File: src/rtl/pfm_pkg.sv
package pfm_pkg;

    typedef enum logic [0:0] {
        ST_IDLE   = 1'b0,
        ST_ACTIVE = 1'b1
    } pfm_state_t;

    localparam int FMT_BITS = 2;

    // Formats 2 and 3 select the generated pulse train.
    function automatic logic fmt_is_pulse(input logic [FMT_BITS-1:0] f);
        return f[FMT_BITS-1];
    endfunction

endpackage

File: src/rtl/pfm_phase_acc.sv
module pfm_phase_acc #(
    parameter int ACC_BITS = 16
) (
    input  logic                clk,
    input  logic                rst,
    input  logic                ce,
    input  logic [ACC_BITS-1:0] cmd,
    output logic                carry
);
    localparam int SUM_BITS = ACC_BITS + 1;

    logic [ACC_BITS-1:0] acc_q;
    logic [SUM_BITS-1:0] sum;

    always_comb begin
        sum   = {1'b0, acc_q} + {1'b0, cmd};
        carry = ce & sum[SUM_BITS-1];
    end

    always_ff @(posedge clk) begin
        if (rst) begin
            acc_q <= '0;
        end else if (ce) begin
            acc_q <= sum[ACC_BITS-1:0];
        end
    end
endmodule

File: src/rtl/pfm_width_fsm.sv
module pfm_width_fsm
    import pfm_pkg::*;
#(
    parameter int CNT_BITS = 8
) (
    input  logic                clk,
    input  logic                rst,
    input  logic                ce,
    input  logic                trig,
    input  logic [CNT_BITS-1:0] width,
    output logic                busy
);
    localparam logic [CNT_BITS-1:0] ONE = CNT_BITS'(1);

    pfm_state_t          state_q, state_d;
    logic [CNT_BITS-1:0] rem_q, rem_d;

    // State register
    always_ff @(posedge clk) begin
        if (rst) begin
            state_q <= ST_IDLE;                    // T_RESET
            rem_q   <= '0;
        end else begin
            state_q <= state_d;
            rem_q   <= rem_d;
        end
    end

    // Next state and outputs
    always_comb begin
        state_d = state_q;
        rem_d   = rem_q;
        busy    = 1'b0;
        unique case (state_q)
            ST_IDLE: begin
                if (trig && (width != '0)) begin   // T_START
                    state_d = ST_ACTIVE;
                    rem_d   = width;
                end
            end
            ST_ACTIVE: begin
                busy = 1'b1;
                if (ce) begin
                    if (rem_q == ONE) begin        // T_END
                        state_d = ST_IDLE;
                        rem_d   = '0;
                    end else begin                 // T_COUNT
                        rem_d = rem_q - ONE;
                    end
                end
            end
            default: begin
                state_d = ST_IDLE;
            end
        endcase
    end
endmodule

File: src/rtl/pfm_out_sel.sv
module pfm_out_sel
    import pfm_pkg::*;
(
    input  logic [FMT_BITS-1:0] fmt,
    input  logic                pulse_level,
    input  logic                pwm_level,
    output logic                pin
);
    always_comb begin
        pin = fmt_is_pulse(fmt) ? pulse_level : pwm_level;
    end
endmodule

File: src/rtl/pfm_pulse_gen.sv
module pfm_pulse_gen
    import pfm_pkg::*;
#(
    parameter int ACC_BITS = 16,
    parameter int CNT_BITS = 8
) (
    input  logic                clk,
    input  logic                rst,
    input  logic                pfm_ce,
    input  logic [ACC_BITS-1:0] freq_cmd,
    input  logic [CNT_BITS-1:0] width_cnt,
    input  logic [1:0]          fmt_sel,
    input  logic                pwm_in,
    output logic                pulse_out,
    output logic                busy
);
    logic carry;

    pfm_phase_acc #(.ACC_BITS(ACC_BITS)) u_acc (
        .clk   (clk),
        .rst   (rst),
        .ce    (pfm_ce),
        .cmd   (freq_cmd),
        .carry (carry)
    );

    pfm_width_fsm #(.CNT_BITS(CNT_BITS)) u_fsm (
        .clk   (clk),
        .rst   (rst),
        .ce    (pfm_ce),
        .trig  (carry),
        .width (width_cnt),
        .busy  (busy)
    );

    pfm_out_sel u_sel (
        .fmt         (fmt_sel),
        .pulse_level (busy),
        .pwm_level   (pwm_in),
        .pin         (pulse_out)
    );
endmodule

File: config.mk
export PLATFORM = sky130hd
export DESIGN_NAME = pfm_pulse_gen
export DESIGN_NICKNAME = d
export VERILOG_FILES = /design/src/rtl/pfm_pkg.sv /design/src/rtl/pfm_phase_acc.sv /design/src/rtl/pfm_width_fsm.sv /design/src/rtl/pfm_out_sel.sv /design/src/rtl/pfm_pulse_gen.sv
export SDC_FILE = /design/constraint.sdc
export NUM_CORES = 1
export LEC_CHECK = 0
export BUFFER_PORTS_ARGS = -buffer_cell sky130_fd_sc_hd__buf_2
export CORE_AREA = 2 2 60 62
export CTS_CLUSTER_DIAMETER = 100
export DETAILED_ROUTE_END_ITERATION = 8
export DIE_AREA = 0 0 62 64
export GPL_TIMING_DRIVEN = 0
export HOLD_SLACK_MARGIN = 0.08
export PLACE_DENSITY = 0.81
export SLEW_MARGIN = 20
export SYNTH_ARGS = -nofsm -noshare
export SYNTH_HDL_FRONTEND = slang
export SYNTH_HIERARCHICAL = 1
export SYNTH_SLANG_ARGS = --single-unit
export TNS_END_PERCENT = 1
File: constraint.sdc
create_clock -name clk -period 3.84 [get_ports clk]
set_input_delay 0.192 -clock clk [delete_from_list [all_inputs] [get_ports clk]]
set_output_delay 0.192 -clock clk [all_outputs]
set_load 0.02 [all_outputs]
# After elaboration in Yosys (flattened, before gate mapping)
# Index checks and enable logic that the tools add are counted.
# totals
ff_bits	25
output_inout_bits	2
wordCells	23
# op_classes
n_addsub	2
eq_ne	3
n_mux	10
n_bitwise	2
n_reduce_logical	3
# op_table
operator	count
2-to-1 mux 8 bit	3
adder 16 x 16 -> 17 bit	1
one-hot mux 8 bit (2 select lines)	1
== test 8 x 1 -> 1 bit, second input constant	1
nonzero test 8 bit	1
subtractor 8 x 1 -> 8 bit, second input constant	1
2-to-1 mux 1 bit	5
inequality test 2 x 1 -> 1 bit, second input constant	1
inequality test 2 bit, second input constant	1
one-hot mux 1 bit (2 select lines)	1
AND reduction 2 bit	1
bitwise AND 1 bit	1
logical AND 1 bit	1
NOT 1 bit	1

# Longest topological paths before layout
# Gate-level depths: netlist (run 1).
# depth
word_depth	5
ltp_mapped	12

# Hierarchy
# Netlist (run 1), hierarchy kept.
# by_module_without_submodules
module	instances	cells_per_inst	area_each_um2	seq_area_each_um2
pfm_phase_acc	1	150	1257.5	320.3
pfm_width_fsm	1	73	616.8	180.2
pfm_out_sel	1	1	15.0	0.0

# Least setup slack after synthesis (run 1)
# OpenSTA, ideal clock, no wires.
# synth_timing
kind	reg-to-reg
start	register u_acc.acc_q[0]
end	register u_fsm.rem_q[5]
setup_time_ns	0.091
t_arrival_ns	2.531
required_time_ns	3.749
path_slack_ns	1.218
path_stages_with_launch	13
period_less_slack_ns	2.622
path_cell_list	dfxtp_1 ha_1 fa_1 a211oi_1 nor2_1 a211oi_2 o21ai_2 a211oi_2 nor2_1 inv_1 a211o_1 o21ai_0 a311oi_1
# synth_between
elab_chain_cells	5
# synth_lines
element	line	text
start: declaration	pfm_phase_acc.sv:12	logic [ACC_BITS-1:0] acc_q;
start signal: assignment	pfm_phase_acc.sv:24	acc_q <= sum[ACC_BITS-1:0];
adder 16 x 16 -> 17 bit	pfm_phase_acc.sv:16	sum = {1'b0, acc_q} + {1'b0, cmd};
bitwise AND 1 bit	pfm_phase_acc.sv:17	carry = ce & sum[SUM_BITS-1];
via carry	pfm_pulse_gen.sv:17	logic carry;
logical AND 1 bit	pfm_width_fsm.sv:36	if (trig && (width != '0)) begin
inequality test 2 x 1 -> 1 bit (no source line)	--	
AND reduction 2 bit (no source line)	--	
end signal: assignment	pfm_width_fsm.sv:25	rem_q <= rem_d;
end: declaration	pfm_width_fsm.sv:16	logic [CNT_BITS-1:0] rem_q, rem_d;
# The timed path passes the listed nets, and every way through them passes these cells.
# A chain may end at the register's enable or synchronous reset.

# Final worst setup path (run 1)
# layout_timing
start	register u_acc.acc_q[0]
end	register u_fsm.rem_q[1]
# The elaborated chain is that of the path after synthesis.

==> impl_metrics.sql, run 1 <==
INSERT INTO impl_metrics (metric_group, metric, value, unit) VALUES
('synth', 'synth_simple_gate_area_share', '19.5', '%'),
('clock_network', 'cts.root.buffer_cell', 'clkbuf_4', ''),
('die', 'die_h', '64', 'um'),
('synth', 'post_synth_mux_area_share', '3.97', '%'),
('synth', 'synth_nets', '273', ''),
('die', 'floorplan.die_area', '3970', 'um^2'),
('setup_path', 'cp.required', '4.03', 'ns'),
('routing', 'drt-pass1-iter-count', '4', ''),
('power', 'max-vdd-ir-drop', '0.000147', 'V'),
('die', 'fp.coreArea', '3280', 'um^2'),
('routing', 'drtIter0Drc', '139', ''),
('layout', 'most-common-layout-cells', 'buf_2 (30), dfxtp_1 (25), nor2_1 (23)', ''),
('setup_path', 'cp_data_arrival_time', '3.24', 'ns'),
('clock_network', 'htree_levels', '1', ''),
('synth', 'part_of_the_yosys_area_used_for_sequential_elements', '26.5', '%'),
('clock_network', 'post_cts_buffers', '0', ''),
('routing', 'vias', '1826', ''),
('die', 'io-pin-count', '32', ''),
('power', 'static-leakage-power', '0.920', 'nW'),
('synth', 'ys_top_cells_by_area', 'dfxtp_1 (26%), ha_1 (12%), nor2_1 (4.6%), o21ai_0 (3.7%), xnor2_1 (3.7%)', ''),
('setup_path', 'critical-path-top-delay-family', 'compound AO/OA/AOI/OAI gates', ''),
('sta', 'tns', '0', 'ns'),
('setup_path', 'critical_path_class', 'register to register', ''),
('synth', 'synth_top_family_by_area', 'compound AO/OA/AOI/OAI gates', ''),
('layout', 'drive_above_1_share', '17.1', '%'),
('clock_network', 'holdBufCountCts', '0', ''),
('power', 'p_sw_share', '39.2', '%'),
('routing', 'wl_per_cell', '13.5', 'um'),
('clock_network', 'cts.sinks', '25', ''),
('setup_path', 'worstPathMaxFanout', '5', ''),
('synth', 'portion_of_synthesized_cell_area_occupied_by_the_leading_cell_type', '26.5', '%'),
('global_routing', 'antenna_found_initial', '0', ''),
('power', 'cellInternalPower', '0.000538', 'W'),
('layout', 'layout.cells.non_filler', '304', ''),
('clock_network', 'clk_latency', '0.32', 'ns'),
('synth', 'synth.distinct_cells', '54', ''),
('power', 'power.share.clock', '13.7', '%'),
('place', 'dp_cells', '300', ''),
('global_routing', 'vias_in_the_first_global_route', '1677', ''),
('clock_network', 'cts_tree', 'done', ''),
('setup_path', 'critical_path.cell_chain', 'ha_1, fa_1, a211oi_1, nor2_1, a211oi_2, o21ai_2, a211oi_2, nor2_1, inv_1, a211oi_1, nor2_1, a211oi_1', ''),
('setup_path', 'critical_path.endpoint_type', 'register', ''),
('clock_network', 'post_cts_resized', '0', ''),
('global_routing', 'grt_max_degree', '14', ''),
('synth', 'complex_gate_fraction_of_the_synthesized_area', '29.4', '%'),
('synth', 'post_synth.cell_area_avg', '8.43', 'um^2'),
('run', 'cap_viol_max_count', '0', ''),
('place', 'portBuffers', '30', ''),
('sta', 'clock.fmax', '328', 'MHz'),
('synth', 'synth_top_cell_by_area', 'dfxtp_1', ''),
('power', 'seq_pwr_share', '37.7', '%'),
('layout', 'layout.cells.most_common', 'buf_2', ''),
('layout', 'fin_nets', '308', ''),
('sta', 'timing_worst_slew_pin_value', '0.623', 'ns'),
('clock_network', 'clkTransAtPathRegs', '0.15', 'ns'),
('sta', 'fin_skew', '0.0136', 'ns'),
('synth', 'synthesis.area', '1890', 'um^2'),
('synth', 'post_synthesis_sequential_element_count', '25', ''),
('global_routing', 'global_route_wire_length_before_repair', '7000', 'um'),
('die', 'initial_core_util', '57.5', '%'),
('global_routing', 'track_usage', '22.4', '%'),
('synth', 'synth.yosys.warnings', '6', ''),
('run_status', 'status', 'finished, final reports clean', ''),
('clock_network', 'cts_buffers', '3', ''),
('synth', 'synth_fa_ha_area_share', '13.0', '%'),
('sta', 'rsz0062_at_grt', 'no', ''),
('die', 'fp-row-count', '21', ''),
('power', 'power.share.combinational', '48.6', '%'),
('die', 'die_width', '62', 'um'),
('routing', 'route.detailed.drc', '0', ''),
('setup_path', 'critical_path.n_buffers_inverters', '1', '');
==> state kept, by name, summed over array words and instances (netlist names) <==
register / cells
u_fsm/rem_q: 8
u_acc/acc_q: 16
u_fsm/state_q: 1
==> metrics by stage <==
step	total power, W	setup slack (ns)	cell area (um^2)	utilization, %	hold WS [ns]
floorplan	0.000673	1.22	1890	-	0.306
global placement	0.000750	0.848	2100	63.8	0.437
detailed placement	0.000766	0.858	2100	63.8	0.461
CTS	0.000888	0.819	2120	64.6	0.166
global route	0.000960	0.542	2120	64.6	0.178
finish	0.000885	0.796	2120	64.6	0.167
==> area by class of cell <==
class / instances / area (um^2)
fillers: 311 / 1160
multi-input cells: 184 / 1330
inverters: 9 / 33.8
clock buffers: 4 / 26.3
repair buffers: 30 / 150
flip-flops and latches: 25 / 500
plain buffers: 6 / 22.5
well taps: 46 / 57.6
==> power groups by stage <==
stage                     combinational, W  sequential (W)  clock, W
after floorplan                   0.000340        0.000333         0
after global placement            0.000414        0.000337         0
after detailed placement          0.000426        0.000339         0
after CTS                         0.000429        0.000333  0.000126
after global routing              0.000486        0.000340  0.000134
final                             0.000430        0.000334  0.000121
==> per-layer routing <==
layer / GRT usage (%) / wire [um] / part of all wire [%]
met1: 31.6 / 1990 / 48
met2: 35.5 / 1900 / 46
met3: 2.83 / 193 / 4.7
met4: 5.59 / 34 / 0.83
met5: 0 / 0 / 0
==> final timing paths <==
| check | from | end | slack [ns] | cells after the start |
|---|---|---|---|---|
| setup / recovery | u_acc/acc_q[0] | u_fsm/rem_q[1] | 0.80 | 12 |
| hold / removal | rst | u_acc/acc_q[10] | 0.17 | 2 |
| setup reg to reg | u_acc/acc_q[0] | u_fsm/rem_q[1] | 0.80 | 12 |
| hold reg to reg | u_acc/acc_q[14] | u_acc/acc_q[14] | 0.48 | 2 |
==> synthesized netlist by cell type, types with 3 or more instances <==
| cell type | n |
|---|---|
| a211oi_1 | 8 |
| a21o_1 | 8 |
| a21oi_1 | 12 |
| a22oi_1 | 3 |
| a31oi_1 | 3 |
| clkbuf_1 | 5 |
| dfxtp_1 | 25 |
| ha_1 | 18 |
| inv_1 | 9 |
| mux2i_1 | 6 |
| nand2_1 | 11 |
| nand2b_1 | 4 |
| nor2_1 | 23 |
| nor3_1 | 8 |
| nor4_1 | 3 |
| o21a_1 | 5 |
| o21ai_0 | 14 |
| o22ai_1 | 4 |
| xnor2_1 | 8 |
==> cell families after synthesis <==
logic type	after synthesis
flip-flops	25
adder cells (fa/ha/maj)	19
XOR/XNOR	10
buffers and inverters	15
multiplexers	7
AND/OR/NAND/NOR	70
AO/OA/AOI/OAI	78
Note: power is estimated with default switching activity, not from simulation.
==> inputs of run 2 (changes only) <==
- CORE_AREA: 2 2 60 62 -> 2 2 64 66
- DIE_AREA: 0 0 62 64 -> 0 0 66 68
- PLACE_DENSITY: 0.81 -> 0.75
- clock period: 3.84 -> 2.8 ns (I/O delays scaled with it)
==> run 2 against run 1 <==
Effect of this change:
- first-iteration DRC count is 7.2% lower
- die area is 13% higher
- cell count increased by 3.9%
- routed wire length increased by 5.0%
- critical path type unchanged
- highest routed layer unchanged
==> impl_metrics.sql, run 2 (synthesis gave the netlist of run 1 again) <==
INSERT INTO impl_metrics (metric_group, metric, value, unit) VALUES
('run_status', 'status', 'finished, final reports clean', ''),
('power', 'net-switching-power', '0.000510', 'W'),
('sta', 'tns', '0', 'ns'),
('power', 'cellInternalPower', '0.000814', 'W'),
('power', 'power.share.combinational', '47.6', '%'),
('sta', 'max-slew-margin-rel', '40.3', '%'),
('global_routing', 'antenna_found_initial', '0', ''),
('setup_path', 'worstPathMaxFanout', '4', ''),
('sta', 'fin_skew', '0.00538', 'ns'),
('sta', 'timing_worst_slew_pin_value', '0.888', 'ns'),
('power', 'max-vdd-ir-drop', '0.000319', 'V'),
('clock_network', 'holdBufCountCts', '0', ''),
('place', 'place.gp.congestion', '0.835', ''),
('layout', 'fin_nets', '316', ''),
('layout', 'seq_area', '500', 'um^2'),
('setup_path', 'critical_path_class', 'register to register', ''),
('global_routing', 'track_usage', '20.2', '%'),
('setup_path', 'cp_data_arrival_time', '2.81', 'ns'),
('routing', 'drt-pass1-iter-count', '4', ''),
('layout', 'most-common-layout-cells', 'buf_2 (30), dfxtp_1 (25), nor2_1 (21)', ''),
('sta', 'rsz0062_at_grt', 'no', ''),
('die', 'initial_core_util', '49.0', '%'),
('layout', 'area_growth', '19.8', '%'),
('layout', 'multi_input_area', '1390', 'um^2'),
('layout', 'finalInstanceArea', '2260', 'um^2'),
('clock_network', 'clkTransAtPathRegs', '0.10', 'ns'),
('routing', 'route.detailed.drc', '0', ''),
('setup_path', 'rr_worst_depth', '13', ''),
('setup_path', 'critical_path.reg2reg.startpoint', 'u_acc/acc_q[0]', ''),
('global_routing', 'global_route_wire_length_before_repair', '7270', 'um'),
('min_path', 'timing.hold.worst_endpoint', 'u_acc/acc_q[15]', ''),
('die', 'die_h', '68', 'um'),
('setup_path', 'r2r_slack', '0.17', 'ns'),
('routing', 'postRouteWirelength', '4320', 'um'),
('die', 'floorplan.die_area', '4490', 'um^2'),
('sta', 'finalCriticalPeriod', '2.63', 'ns'),
('routing', 'drtIter0Drc', '129', ''),
('power', 'seq_pwr_share', '34.8', '%'),
('power', 'static-leakage-power', '0.969', 'nW'),
('die', 'die_width', '66', 'um'),
('setup_path', 'timing.rr.end', 'u_fsm/rem_q[3]', ''),
('clock_network', 'cts.root.buffer_cell', 'clkbuf_8', ''),
('min_path', 'hold_path.class', 'primary input to register', ''),
('clock_network', 'clk_latency', '0.27', 'ns'),
('power', 'powerDensity', '585', 'nW/um^2'),
('routing', 'vias', '1836', ''),
('die', 'fp-row-count', '23', ''),
('run', 'cap_viol_max_count', '0', ''),
('layout', 'final_core_utilization', '58.7', '%'),
('layout', 'nFillCells', '364', ''),
('global_routing', 'vias_in_the_first_global_route', '1674', ''),
('global_routing', 'overflow_after_grt', '0', ''),
('place', 'postPlaceCellArea', '2100', 'um^2'),
('routing', 'postRouteAntennaNets', '0', ''),
('layout', 'layout.cells.most_common', 'buf_2', ''),
('routing', 'route.detailed.vias_per_inst', '5.81', ''),
('power', 'p_sw_share', '38.5', '%'),
('place', 'place.detailed.hpwl', '3170', 'um'),
('die', 'fp.coreArea', '3860', 'um^2'),
('clock_network', 'cts_tree', 'done', ''),
('die', 'io-pin-count', '32', ''),
('layout', 'largestRegisters', 'u_acc/acc_q x16, u_fsm/rem_q x8, u_fsm/state_q x1', ''),
('clock_network', 'htree_levels', '1', ''),
('min_path', 'worstHoldStart', 'rst', ''),
('setup_path', 'cp.required', '2.98', 'ns'),
('setup_path', 'critPathLaunchType', 'register', ''),
('clock_network', 'cts.sinks', '25', ''),
('layout', 'regMostFlops', 'u_acc/acc_q', ''),
('setup_path', 'critical_path.endpoint_type', 'register', ''),
('layout', 'drive_above_1_share', '22.9', '%'),
('power', 'power.share.clock', '17.6', '%'),
('place', 'portBuffers', '30', ''),
('sta', 'finalHoldWorstSlack', '0.170', 'ns'),
('sta', 'setup-violations-final', '0', ''),
('clock_network', 'cts_buffers', '3', ''),
('sta', 'clock.fmax', '381', 'MHz'),
('min_path', 'whs_path_depth', '2', ''),
('layout', 'antenna-diode-count', '0', ''),
('routing', 'wl_per_cell', '13.7', 'um'),
('layout', 'number_of_flip_flops_under_the_largest_register_name', '16', ''),
('sta', 'slew_viol_final', '0', ''),
('global_routing', 'grt_max_degree', '17', ''),
('sta', 'timing_hold_violations_final', '0', ''),
('clock_network', 'clock_tree.buffer_depth', '2', ''),
('sta', 'period_share', '93.8', '%');
run 2: cell types whose count changed in the layout (fill, tap and decap cells not counted), sizes merged:
| cell | previous run | this run |
|---|---|---|
| buf | 31 | 38 |
| clkbuf | 9 | 8 |
| a211o | 2 | 3 |
| inv | 9 | 10 |
run 2: cell type report:
| type | instances | share of cell area (%) |
|---|---|---|
| multi-input cells | 185 | 61.5 |
| flip-flops and latches | 25 | 22.1 |
| repair buffers | 37 | 8.96 |
| well taps | 50 | 2.76 |
| clock buffers | 3 | 1.82 |
| inverters | 9 | 1.49 |
| plain buffers | 6 | 0.995 |
| clock inverters | 1 | 0.387 |
run 2: metrics by stage:
| step | power, W | instances | setup WS [ns] |
|---|---|---|---|
| 2_1_floorplan | 0.000923 | 224 | 0.178 |
| 3_3_place_gp | 0.00103 | 304 | -0.206 |
| 3_5_place_dp | 0.00105 | 304 | -0.247 |
| 4_1_cts | 0.00129 | 309 | 0.0403 |
| 5_1_grt | 0.00144 | 316 | 0.0190 |
| 6_report | 0.00132 | 316 | 0.174 |
run 2: critical path, stage by stage (launching register included):
cell and delay (ns):
dfxtp_1 0.33, ha_2 0.19, fa_2 0.43, a211oi_4 0.24
nor2_2 0.10, a211oi_2 0.28, o21ai_2 0.10, a211oi_2 0.21
nor2_1 0.08, inv_2 0.10, a211o_2 0.16, buf_4 0.11
a22oi_1 0.06, o32ai_1 0.14
run 2: worst max path at each step:
stage / start / endpoint / cells after the start
after floorplan: u_acc/acc_q[0] / u_fsm/rem_q[5] / 12
after global placement: u_acc/acc_q[0] / u_fsm/rem_q[2] / 12
after detailed placement: u_acc/acc_q[0] / u_fsm/rem_q[2] / 12
after CTS: u_acc/acc_q[0] / u_fsm/rem_q[7] / 12
after global routing: u_acc/acc_q[0] / u_fsm/rem_q[5] / 12
final: u_acc/acc_q[0] / u_fsm/rem_q[3] / 13
run 2: what timing repair did:
item	in CTS	in global routing
setup endpoints to repair	9	8
hold endpoints to repair	0	0
pin swaps	2	6
gates cloned	0	1
setup buffers	1	6
resized for setup	4	7
run 2: layer usage:
layer  up-vias  GRT usage (%)  part of all wire (%)
met2        42           34.6                    46
met5         -              0                     0
met4         0           5.10                  0.51
met1       845           27.5                    50
met3         2           1.97                   3.8
li1        947              -                     -
run 2: power by group through the flow:
stage	clock network (W)	registers, W	logic, W
2_1_floorplan	0	0.000457	0.000467
6_report	0.000233	0.000461	0.000631
5_1_grt	0.000253	0.000468	0.000715
3_3_place_gp	0	0.000463	0.000568
3_5_place_dp	0	0.000465	0.000580
4_1_cts	0.000241	0.000457	0.000593
==> inputs of run 3 (changes only) <==
- CELL_PAD_IN_SITES_DETAIL_PLACEMENT: default -> 0
- CELL_PAD_IN_SITES_GLOBAL_PLACEMENT: default -> 2
- CORE_AREA: 2 2 64 66 -> 2 2 83 85
- DIE_AREA: 0 0 66 68 -> 0 0 85 87
- PLACE_DENSITY: 0.75 -> default
- PLACE_DENSITY_LB_ADDON: default -> 0.1
==> run 3 against run 2 <==
Effect of this change:
- hold slack improved by 0.011 ns
- first-iteration DRC count fell by 50%
- core utilization fell by 24 points
- global-route usage fell by 6.2 points
- critical path depth fell by 1
- cell count rose by 7.9%
- setup slack got worse by 0.014 ns
- combinational power barely moved
- routed wire length rose by 15%
- largest cell class unchanged
==> impl_metrics.sql, run 3 (synthesis gave the netlist of run 1 again) <==
INSERT INTO impl_metrics (metric_group, metric, value, unit) VALUES
('global_routing', 'overflow_after_grt', '0', ''),
('sta', 'fin_skew', '0.00187', 'ns'),
('global_routing', 'antenna_found_initial', '0', ''),
('setup_path', 'cp_data_arrival_time', '2.83', 'ns'),
('layout', 'drive_above_1_share', '20.3', '%'),
('place', 'place.gp.congestion', '0.744', ''),
('clock_network', 'cts_tree', 'done', ''),
('place', 'portBuffers', '30', ''),
('die', 'fp-row-count', '30', ''),
('clock_network', 'clkTransAtPathRegs', '0.10', 'ns'),
('layout', 'number_of_flip_flops_under_the_largest_register_name', '16', ''),
('layout', 'nFillCells', '724', ''),
('global_routing', 'track_usage', '14.0', '%'),
('routing', 'uppermost_signal_routing_layer_after_detailed_routing', 'met4', ''),
('place', 'place.detailed.hpwl', '3720', 'um'),
('power', 'max-vdd-ir-drop', '0.000194', 'V'),
('setup_path', 'critPathLaunchType', 'register', ''),
('min_path', 'hold_path.class', 'primary input to register', ''),
('layout', 'regMostFlops', 'u_acc/acc_q', ''),
('sta', 'period_share', '94.3', '%'),
('layout', 'fin_nets', '311', ''),
('layout', 'antenna-diode-count', '0', ''),
('sta', 'setup-violations-final', '0', ''),
('clock_network', 'holdBufCountCts', '0', ''),
('routing', 'total_met2_wirelength_after_detailed_routing', '2170', 'um'),
('layout', 'finalInstanceArea', '2250', 'um^2'),
('die', 'die_width', '85', 'um'),
('clock_network', 'cts_buffers', '3', ''),
('layout', 'most-common-layout-cells', 'buf_2 (30), dfxtp_1 (25), nor2_1 (21)', ''),
('layout', 'layout.cells.most_common', 'buf_2', ''),
('clock_network', 'clk_latency', '0.28', 'ns'),
('sta', 'max-slew-margin-rel', '51.0', '%'),
('sta', 'worst_slack', '0.160', 'ns'),
('routing', 'wl_per_cell', '14.5', 'um'),
('clock_network', 'htree_levels', '1', ''),
('place', 'postPlaceCellArea', '2140', 'um^2'),
('clock_network', 'cts.sinks', '25', ''),
('routing', 'postRouteWirelength', '4950', 'um'),
('routing', 'drtIter0Drc', '64', ''),
('sta', 'rsz0062_at_grt', 'yes', ''),
('place', 'pre_cts_slack', '-0.384', 'ns'),
('sta', 'timing_worst_slew_pin_value', '0.728', 'ns'),
('routing', 'met3_length', '218', 'um'),
('routing', 'route.detailed.drc', '0', ''),
('die', 'floorplan.die_area', '7400', 'um^2'),
('layout', 'largestRegisters', 'u_acc/acc_q x16, u_fsm/rem_q x8, u_fsm/state_q x1', ''),
('die', 'fp.coreArea', '6570', 'um^2'),
('run_status', 'status', 'finished, final reports clean', ''),
('global_routing', 'global_route_wire_length_before_repair', '8380', 'um'),
('setup_path', 'cp.required', '2.99', 'ns'),
('die', 'initial_core_util', '28.8', '%'),
('die', 'io-pin-count', '32', ''),
('routing', 'vias', '1791', ''),
('sta', 'slew_viol_final', '0', ''),
('sta', 'clock.fmax', '379', 'MHz'),
('global_routing', 'grt_max_degree', '14', ''),
('setup_path', 'worstPathMaxFanout', '9', ''),
('routing', 'drt-pass1-iter-count', '4', ''),
('routing', 'postRouteAntennaNets', '0', ''),
('sta', 'finalCriticalPeriod', '2.64', 'ns'),
('routing', 'route.detailed.vias_per_inst', '5.25', ''),
('setup_path', 'critical_path_class', 'register to register', ''),
('clock_network', 'cts.root.buffer_cell', 'clkbuf_8', ''),
('clock_network', 'clock_tree.buffer_depth', '2', ''),
('run', 'cap_viol_max_count', '0', ''),
('setup_path', 'critical_path.endpoint_type', 'register', ''),
('global_routing', 'vias_in_the_first_global_route', '1731', ''),
('die', 'die_h', '87', 'um'),
('layout', 'area_growth', '19.0', '%'),
('power', 'powerDensity', '588', 'nW/um^2'),
('power', 'static-leakage-power', '0.948', 'nW'),
('sta', 'timing_hold_violations_final', '0', ''),
('routing', 'met1Wirelength', '2530', 'um');
[run 3: cell types whose count changed in the layout (fill, tap and decap cells not counted)]
cell	change
clkbuf_1	+1
nor2_2	+1
inv_6	-1
nor2_4	-1
ha_2	-1
buf_4	-4
ha_1	+1
inv_2	-1
inv_1	+1
a211o_2	-1
[run 3: final cells by class]
type / count / area [um^2] / share of cell area (%)
clock buffers: 4 / 45.0 / 2.00
multi-input cells: 184 / 1370 / 61.1
repair buffers: 33 / 173 / 7.68
well taps: 80 / 100 / 4.45
inverters: 9 / 33.8 / 1.50
plain buffers: 6 / 22.5 / 1.00
flip-flops and latches: 25 / 500 / 22.3
[run 3: stage by stage]
stage | utilization, % | std cells | setup TNS [ns] | total power (W) | hold slack (ns)
global route | 34.2 | 341 | -0.00129 | 0.00143 | 0.173
global placement | 32.6 | 334 | -3.38 | 0.00107 | 0.446
floorplan | - | 224 | 0 | 0.000923 | 0.254
detailed placement | 32.6 | 334 | -2.90 | 0.00106 | 0.450
CTS | 34.1 | 341 | 0 | 0.00133 | 0.172
finish | 34.2 | 341 | 0 | 0.00132 | 0.181
[run 3: final timing paths]
kind                         from               to  slack (ns)  depth (start not counted)
hold reg to reg   u_acc/acc_q[14]  u_acc/acc_q[14]        0.46                          2
setup reg to reg   u_acc/acc_q[0]   u_fsm/rem_q[5]        0.16                         12
hold / removal       width_cnt[7]   u_fsm/rem_q[7]        0.18                          3
setup / recovery   u_acc/acc_q[0]   u_fsm/rem_q[5]        0.16                         12
[run 3: worst max-delay path: stages, from the launching register on]
cell,delay (ns)
dfxtp_1,0.33
ha_1,0.20
fa_2,0.39
a211oi_4,0.25
nor2_2,0.10
a211oi_4,0.26
o21ai_2,0.11
a211oi_2,0.21
nor2_1,0.07
inv_1,0.11
a211o_4,0.17
o21ai_0,0.10
a311oi_1,0.25
[run 3: metal layers]
metal  up-vias  GRT usage, %
met1       834          19.9
met3         2          2.18
met5         -             0
met2        31          21.9
met4         0          3.90
li1        924             -
[run 3: timing repair]
action                     CTS  global route
resized for setup            7             2
setup endpoints to repair    9             8
setup buffers                3             0
pin swaps                    2             3
[run 3: power by group]
part / internal, W / switching (W) / total, W
clock: 0.000102 / 0.000131 / 0.000233
sequential: 0.000413 / 0.0000465 / 0.000460
combinational: 0.000289 / 0.000339 / 0.000628
